[src/rtl/pwr_pkg.sv]
package pwr_pkg;
  typedef enum logic [1:0] {
    ST_RUN   = 2'd0,
    ST_SLEEP = 2'd1,
    ST_RHOLD = 2'd2,
    ST_HSTBY = 2'd3
  } pmode_t;

  typedef enum logic [1:0] {
    CS_NONE = 2'd0,
    CS_IRQ  = 2'd1,
    CS_NMI  = 2'd2,
    CS_RST  = 2'd3
  } wcause_t;
endpackage

[src/rtl/pin_sync.sv]
module pin_sync #(
  parameter int W = 2
) (
  input  logic         clk,
  input  logic         rst,
  input  logic [W-1:0] async_in,
  output logic [W-1:0] sync_out
);
  logic [W-1:0] stage1;

  // Both stages reset to 1 so that an idle (high) pin never shows a false low.
  always_ff @(posedge clk) begin
    if (rst) begin
      stage1   <= '1;
      sync_out <= '1;
    end else begin
      stage1   <= async_in;
      sync_out <= stage1;
    end
  end
endmodule

[src/rtl/wake_qual.sv]
module wake_qual #(
  parameter int N_IRQ = 8
) (
  input  logic [N_IRQ-1:0] irq_req,
  input  logic [N_IRQ-1:0] irq_en,
  input  logic             cpu_mask,
  input  logic             nmi,
  output logic             irq_wake,
  output logic             nmi_wake
);
  logic [N_IRQ-1:0] live;

  genvar g;
  generate
    for (g = 0; g < N_IRQ; g++) begin : g_src
      assign live[g] = irq_req[g] & irq_en[g];
    end
  endgenerate

  assign irq_wake = (|live) & ~cpu_mask;
  assign nmi_wake = nmi;
endmodule

[src/rtl/settle_timer.sv]
module settle_timer #(
  parameter int SETTLE_CYC = 1024
) (
  input  logic clk,
  input  logic rst,
  input  logic run,
  output logic done
);
  localparam int CW = (SETTLE_CYC > 1) ? $clog2(SETTLE_CYC) : 1;
  localparam logic [CW-1:0] LAST = CW'(SETTLE_CYC - 1);

  logic [CW-1:0] cnt;

  assign done = run && (cnt == LAST);

  // Any cycle without run restarts the interval.
  always_ff @(posedge clk) begin
    if (rst || !run || done) cnt <= '0;
    else                     cnt <= cnt + 1'b1;
  end
endmodule

[src/rtl/pwr_mode_seq.sv]
module pwr_mode_seq
  import pwr_pkg::*;
#(
  parameter int N_IRQ      = 8,
  parameter int SETTLE_CYC = 1024
) (
  input  logic             clk,
  input  logic             rst,
  input  logic             sleep_strobe,
  input  logic             ssby_sel,
  input  logic [N_IRQ-1:0] irq_req,
  input  logic [N_IRQ-1:0] irq_en,
  input  logic             cpu_mask,
  input  logic             nmi,
  input  logic             res_n_pin,
  input  logic             stby_n_pin,
  output logic             cpu_clk_en,
  output logic             per_clk_en,
  output logic             wake_pulse,
  output logic [1:0]       wake_cause,
  output logic             rst_req,
  output logic             hw_standby,
  output logic             sw_standby_req
);
  pmode_t     state, nxt;
  wcause_t    cause_n;
  logic       wake_n, swsb_n;
  logic [1:0] pins_s;
  logic       res_s, stby_s;
  logic       irq_w, nmi_w, settle_done;

  pin_sync #(.W(2)) u_sync (
    .clk(clk), .rst(rst),
    .async_in({stby_n_pin, res_n_pin}),
    .sync_out(pins_s)
  );
  assign res_s  = pins_s[0];
  assign stby_s = pins_s[1];

  wake_qual #(.N_IRQ(N_IRQ)) u_qual (
    .irq_req(irq_req), .irq_en(irq_en), .cpu_mask(cpu_mask), .nmi(nmi),
    .irq_wake(irq_w), .nmi_wake(nmi_w)
  );

  settle_timer #(.SETTLE_CYC(SETTLE_CYC)) u_settle (
    .clk(clk), .rst(rst),
    .run((state == ST_RHOLD) && res_s && stby_s),
    .done(settle_done)
  );

  // Priority: standby pin, reset pin, NMI, maskable interrupts.
  always_comb begin
    nxt     = state;
    wake_n  = 1'b0;
    cause_n = CS_NONE;
    swsb_n  = 1'b0;
    if (!stby_s) begin
      nxt = ST_HSTBY;
    end else begin
      case (state)
        ST_RUN: begin
          if (!res_s)            nxt = ST_RHOLD;
          else if (sleep_strobe) begin
            if (ssby_sel) swsb_n = 1'b1;
            else          nxt    = ST_SLEEP;
          end
        end
        ST_SLEEP: begin
          if (!res_s) nxt = ST_RHOLD;
          else if (nmi_w) begin
            nxt = ST_RUN; wake_n = 1'b1; cause_n = CS_NMI;
          end else if (irq_w) begin
            nxt = ST_RUN; wake_n = 1'b1; cause_n = CS_IRQ;
          end
        end
        ST_RHOLD: begin
          if (settle_done) begin
            nxt = ST_RUN; wake_n = 1'b1; cause_n = CS_RST;
          end
        end
        default: nxt = ST_RHOLD;  // standby released: go through reset
      endcase
    end
  end

  always_ff @(posedge clk) begin
    if (rst) begin
      state          <= ST_RHOLD;
      cpu_clk_en     <= 1'b0;
      per_clk_en     <= 1'b1;
      rst_req        <= 1'b1;
      hw_standby     <= 1'b0;
      wake_pulse     <= 1'b0;
      wake_cause     <= 2'd0;
      sw_standby_req <= 1'b0;
    end else begin
      state          <= nxt;
      cpu_clk_en     <= (nxt == ST_RUN);
      per_clk_en     <= (nxt != ST_HSTBY);
      rst_req        <= (nxt == ST_RHOLD) || (nxt == ST_HSTBY);
      hw_standby     <= (nxt == ST_HSTBY);
      wake_pulse     <= wake_n;
      wake_cause     <= cause_n;
      sw_standby_req <= swsb_n;
    end
  end
endmodule

[config.mk]
export PLATFORM = sky130hd
export DESIGN_NAME = pwr_mode_seq
export DESIGN_NICKNAME = d
export VERILOG_FILES = /design/src/rtl/pwr_pkg.sv /design/src/rtl/pin_sync.sv /design/src/rtl/wake_qual.sv /design/src/rtl/settle_timer.sv /design/src/rtl/pwr_mode_seq.sv
export SDC_FILE = /design/constraint.sdc
export NUM_CORES = 1
export LEC_CHECK = 0
export CORE_ASPECT_RATIO = 1.4
export CORE_MARGIN = 2
export CORE_UTILIZATION = 45
export CTS_BUF_LIST = sky130_fd_sc_hd__clkbuf_8 sky130_fd_sc_hd__clkbuf_16
export CTS_CLUSTER_DIAMETER = 30
export CTS_CLUSTER_SIZE = 10
export DETAILED_ROUTE_END_ITERATION = 8
export GPL_TIMING_DRIVEN = 1
export PLACE_DENSITY = 0.75
export SLEW_MARGIN = 0
export SYNTH_ARGS = -nofsm -noshare
export SYNTH_HDL_FRONTEND = slang
export SYNTH_SLANG_ARGS = --single-unit
[constraint.sdc]
create_clock -name clk -period 2.2 [get_ports clk]
set_input_delay 0.55 -clock clk [delete_from_list [all_inputs] [get_ports clk]]
set_output_delay 0.55 -clock clk [all_outputs]
set_load 0.005 [all_outputs]
==> flow_summary.toml, run 1 <==
[run_status]
outcome = "complete, no violations"

[route]
viasPerCell = 5.26
wirelength_um = 2200
drt_pre_antenna_iters = 2
ant_nets = 0
drtIter0Drc = 6
wl_per_cell_um = 12.8
via_count = 905
drc = 0

[setup_path]
crit_fanout = 4
path_class = "input pin to flip-flop"
end_kind = "flip-flop"
crit_arrival_ns = 2.08
cp.required_ns = 2.42
worstSetupStartpointType = "input pin"

[timing]
slew_headroom = 0.731
post-route-period-util = 0.847
tightest_slew_ns = 0.403
final_hold_viol_count = 0
fin_worst_skew_ns = 0.00486
tns_ns = 0
fin_crit_ns = 1.86
max_freq_mhz = 537
fin_ws_ns = 0.337
rsz0062_at_grt = "no"
drv_slew = 0
setup_viol = 0

[clock_network]
post-cts-setup-buffer-count = 0
cts.htree.levels = 1
numClockSinks = 24
clock_latency_ns = 0.27
cts_resized = 0
cts_tree = "yes"
clkTransAtPathRegs_ns = 0.08
cts_root_buffer = "clkbuf_8"
hold_buffers = 0
numCtsBuffers = 3
clk_path_buf_depth = 2

[logic_synthesis]
synth_cell_type_count = 33
ys_seq_elements = 24
ys_seq_area_frac = 0.456
synthCells = 115
syn_area_um2 = 1050
avgSynthCellArea_um2 = 9.16
synth_fp_nets = 144
synth-warning-count = 0

[placed_design]
placed_cell_area_um2 = 1400
pre_cts_ws_ns = 0.00944
hpwl_um = 1730
dp_cells = 169
portBuffers = 31
gp_congestion = 0.800

[die]
core_area_um2 = 2200
num_rows = 20
start_util = 0.478
ioPinCount = 32
fp.dieW_um = 44.9
dieArea_um2 = 2750
die_h_um = 61.3

[grt]
grt_remaining_overflow = 0
grt_max_degree = 13
grt_pass1_wl_um = 3620
antenna_found_initial = 0
track_usage = 0.185
grt_pass1_vias = 904

[pwr]
total_power_uw = 923
clkPwrFrac = 0.273
combPwrFrac = 0.206
p_int_uw = 691
seqPwrFrac = 0.521
switchingPower_uw = 232
power.leakage_nw = 0.553
peakVddDrop_mv = 0.497
swShare = 0.251
powerDensity_nw_per_um2 = 641

[final_layout]
insertedDiodeCount = 0
num-fill-cells = 189
drive_above_1_share = 0.100
nets = 181
syn_to_final_growth_pct = 36.7
final_cell_area_um2 = 1440
stdcell_count = 172

[hold_path]
holdCritPathClass = "flip-flop to flip-flop"

[run]
cap_viol_max_count = 0
cell type report:
class / count / area (µm²) / share of cell area
multi-input combinational: 85 / 547 / 0.380
sequential: 24 / 480 / 0.334
timing repair buffer: 33 / 325 / 0.226
tap: 22 / 27.5 / 0.0191
clock buffer: 3 / 41.3 / 0.0287
inverter: 5 / 18.8 / 0.0130
sequential cells by signal, summed over array words and instances, names as in the netlist:
signal and count:
u_settle.cnt 10, state 2, u_sync.stage1 2, u_sync.sync_out 2, wake_cause 2, cpu_clk_en 1
hw_standby 1, per_clk_en 1, rst_req 1, sw_standby_req 1, wake_pulse 1
cells by family (layout without fill, tap and decap cells):
family	Yosys count	in the layout	synth area share
buffers and inverters	6	41	0.0249
XOR/XNOR	6	6	0.0499
flip-flops	24	24	0.456
AND/OR/NAND/NOR	52	52	0.262
adder cells (fa/ha/maj)	5	5	0.0594
AO/OA/AOI/OAI	22	22	0.147
worst max-delay path, stage by stage:
cell and delay, ns:
clkdlybuf4s50_1 0.41, a22oi_1 0.19, nand2_1 0.09, o21ba_2 0.23, o311ai_1 0.38, and3_1 0.21
per-layer routing:
| layer | GRT usage | vias to the layer above | routed length (µm) |
|---|---|---|---|
| li1 | - | 471 | - |
| met1 | 0.175 | 403 | 809 |
| met4 | 0.126 | 0 | 62 |
| met2 | 0.358 | 27 | 1160 |
| met5 | 0 | - | 0 |
| met3 | 0.0264 | 4 | 166 |
final timing paths:
kind	cells past startpoint	endpoint	slack (ns)	from
max reg2reg	6	state[1]	0.39	u_settle.cnt[0]
min	1	u_sync.sync_out[0]	0.41	u_sync.stage1[0]
min reg2reg	1	u_sync.sync_out[0]	0.41	u_sync.stage1[0]
max	6	hw_standby	0.34	irq_req[1]
cells in the mapped netlist, drive strengths merged:
cell type	count	share of area
buf	1	0.0071
o31ai	1	0.0071
a31oi	2	0.012
xor2	2	0.017
nand2	8	0.029
nor2b	3	0.018
o21ba	1	0.0095
o311ai	1	0.0083
a22oi	4	0.029
nor2	14	0.050
a21boi	1	0.011
o21bai	1	0.0071
and2	1	0.0059
a21oi	5	0.024
dfxtp	24	0.46
nand3b	1	0.0071
and3	2	0.012
inv	5	0.018
nand4	3	0.030
o41a	1	0.011
or2	7	0.042
xnor2	4	0.033
o221ai	1	0.0083
ha	5	0.059
or3	3	0.023
nor3	1	0.0047
nand3	9	0.043
a211oi	1	0.0071
o21ai	3	0.014
stage by stage:
step / hold WS (ns) / utilization
global route: 0.417 / 0.654
finish: 0.412 / 0.654
floorplan: 0.389 / -
detailed placement: 0.394 / 0.635
CTS: 0.413 / 0.654
global placement: 0.393 / 0.635
power groups by stage:
stage / Sequential [mW] / Clock (mW) / Combinational, mW
floorplan: 0.487 / 0 / 0.0996
global placement: 0.489 / 0 / 0.188
detailed placement: 0.491 / 0 / 0.192
CTS: 0.481 / 0.258 / 0.193
global route: 0.484 / 0.264 / 0.213
finish: 0.481 / 0.252 / 0.190
cells in the final DEF, fill, tap and decap left out, drive strengths merged:
cell type,count
or2,7
inv,5
a22oi,4
clkdlybuf4s50,31
o21bai,1
nand4,3
o311ai,1
o41a,1
nand3b,1
nand2,8
and2,1
nor2b,3
o221ai,1
clkbuf,3
nor2,14
dfxtp,24
a21boi,1
nand3,9
xnor2,4
a31oi,2
and3,2
buf,2
or3,3
o21ba,1
a21oi,5
a211oi,1
nor3,1
o21ai,3
xor2,2
ha,5
o31ai,1
No activity file was read; power rests on OpenSTA's default activity.
==> inputs of run 2 (changes only) <==
- clock period: 2.2 -> 1.8 ns (I/O delays scaled with it)
==> flow_summary.toml, run 2 (synthesis gave the netlist of run 1 again) <==
[grt]
grt_remaining_overflow = 0
track_usage = 0.185
antenna_found_initial = 0
grt_pass1_wl_um = 3670
grt_pass1_vias = 970
grt_max_degree = 13

[clock_network]
post-cts-setup-buffer-count = 0
clock_latency_ns = 0.25
cts_root_buffer = "clkbuf_8"
cts_resized = 0
numClockSinks = 24
cts.htree.levels = 1
clkTransAtPathRegs_ns = 0.07
hold_buffers = 0
cts_tree = "yes"
numCtsBuffers = 3
clk_path_buf_depth = 2

[final_layout]
ff_latch_area_um2 = 480
insertedDiodeCount = 0
final_cell_mix = "clkdlybuf4s50_1, dfxtp_1, nor2_1"
largest_reg_flops = 10
drive_above_1_share = 0.153
final_common_cell = "clkdlybuf4s50_1"
num-fill-cells = 185
syn_to_final_growth_pct = 42.8
regMostFlops = "u_settle.cnt"
multi_input_area_um2 = 558
nets = 188

[hold_path]
whs_path_depth = 1
holdCritPathClass = "flip-flop to flip-flop"
hold_end = "u_sync.sync_out[1]"
hp-start = "u_sync.stage1[1]"

[placed_design]
hpwl_um = 1870
gp_congestion = 0.800
portBuffers = 31

[timing]
setup_viol = 0
hold-worst-slack_ns = 0.413
post-route-period-util = 0.961
final_hold_viol_count = 0
slew_headroom = 0.800
tightest_slew_ns = 0.299
fin_crit_ns = 1.73
tns_ns = 0
fin_worst_skew_ns = 0.00116
drv_slew = 0
max_freq_mhz = 578

[die]
fp.dieW_um = 44.9
dieArea_um2 = 2750
ioPinCount = 32
num_rows = 20
die_h_um = 61.3
core_area_um2 = 2200
start_util = 0.478

[run]
cap_viol_max_count = 0

[route]
drtIter0Drc = 9
drc = 0
ant_nets = 0
wl_per_cell_um = 13.4
via_count = 964
viasPerCell = 5.39
drt_pre_antenna_iters = 4
wirelength_um = 2390

[setup_path]
regToRegSetupSlack_ns = 0.08
worstSetupStartpointType = "input pin"
rr_worst_depth = 6
rr_endpoint = "state[1]"
path_class = "input pin to flip-flop"
crit_fanout = 3
cp.required_ns = 2.00
crit_arrival_ns = 1.93
r2r_start = "u_settle.cnt[1]"
end_kind = "flip-flop"

[pwr]
power.leakage_nw = 0.586
total_power_mw = 1.15
peakVddDrop_mv = 0.561
powerDensity_nw_per_um2 = 762

[run_status]
outcome = "complete, no violations"
==> run 2: cell count changes in the layout (fill, tap and decap cells not counted), sizes merged <==
cell  previous run  this run
buf              2         9
==> run 2: per-layer routing <==
layer | part of all wire | vias to the layer above | global-route usage | wire length (µm)
met3 | 0.079 | 2 | 0.0440 | 188
met5 | 0 | - | 0 | 0
met1 | 0.35 | 445 | 0.160 | 841
met4 | 0.0071 | 0 | 0.0882 | 17
li1 | - | 486 | - | -
met2 | 0.56 | 31 | 0.379 | 1340
==> run 2: final cells by class <==
cell class                      instances  area share
Clock buffer                            3      0.0275
Inverter                                5      0.0125
Multi-Input combinational cell         85       0.371
Sequential cell                        24       0.319
Tap cell                               22      0.0183
Timing Repair Buffer                   40       0.251
==> run 2: worst max-delay path by stage <==
stage	cells after the start	slack, ns	end	startpoint
after floorplan	6	0.16	rst_req	u_settle.cnt[0]
after global placement	6	-0.19	hw_standby	irq_req[4]
after detailed placement	6	-0.24	hw_standby	irq_req[1]
after CTS	6	0.03	hw_standby	irq_req[1]
after global routing	6	-0.01	rst_req	u_settle.cnt[1]
final	6	0.07	hw_standby	sleep_strobe
==> run 2: where the power goes <==
part / switching, mW / leakage, nW / internal, mW
clock: 0.147 / 0.0216 / 0.149
combinational: 0.116 / 0.369 / 0.150
sequential: 0.0210 / 0.195 / 0.564
total: 0.284 / 0.586 / 0.863
==> run 2: stage by stage <==
step / std cells / util / cell area [µm²] / setup slack, ns
4_1_cts: 179 / 0.678 / 1490 / 0.0309
6_report: 179 / 0.683 / 1500 / 0.0696
3_5_place_dp: 176 / 0.659 / 1450 / -0.240
3_3_place_gp: 176 / 0.659 / 1450 / -0.192
2_1_floorplan: 115 / - / 1050 / 0.157
5_1_grt: 179 / 0.683 / 1500 / -0.0145
==> run 2: worst max-delay path: stages <==
cell	delay (ns)
clkdlybuf4s50_1	0.47
nor2b_1	0.20
a31oi_1	0.10
or2_2	0.29
a21oi_1	0.24
and3_1	0.20
==> inputs of run 3 (changes only) <==
- ABC_CLOCK_PERIOD_IN_PS: unset -> 1800
==> results of run 3 <==
Final layout, timing and power as in run 2 (identical DEF).
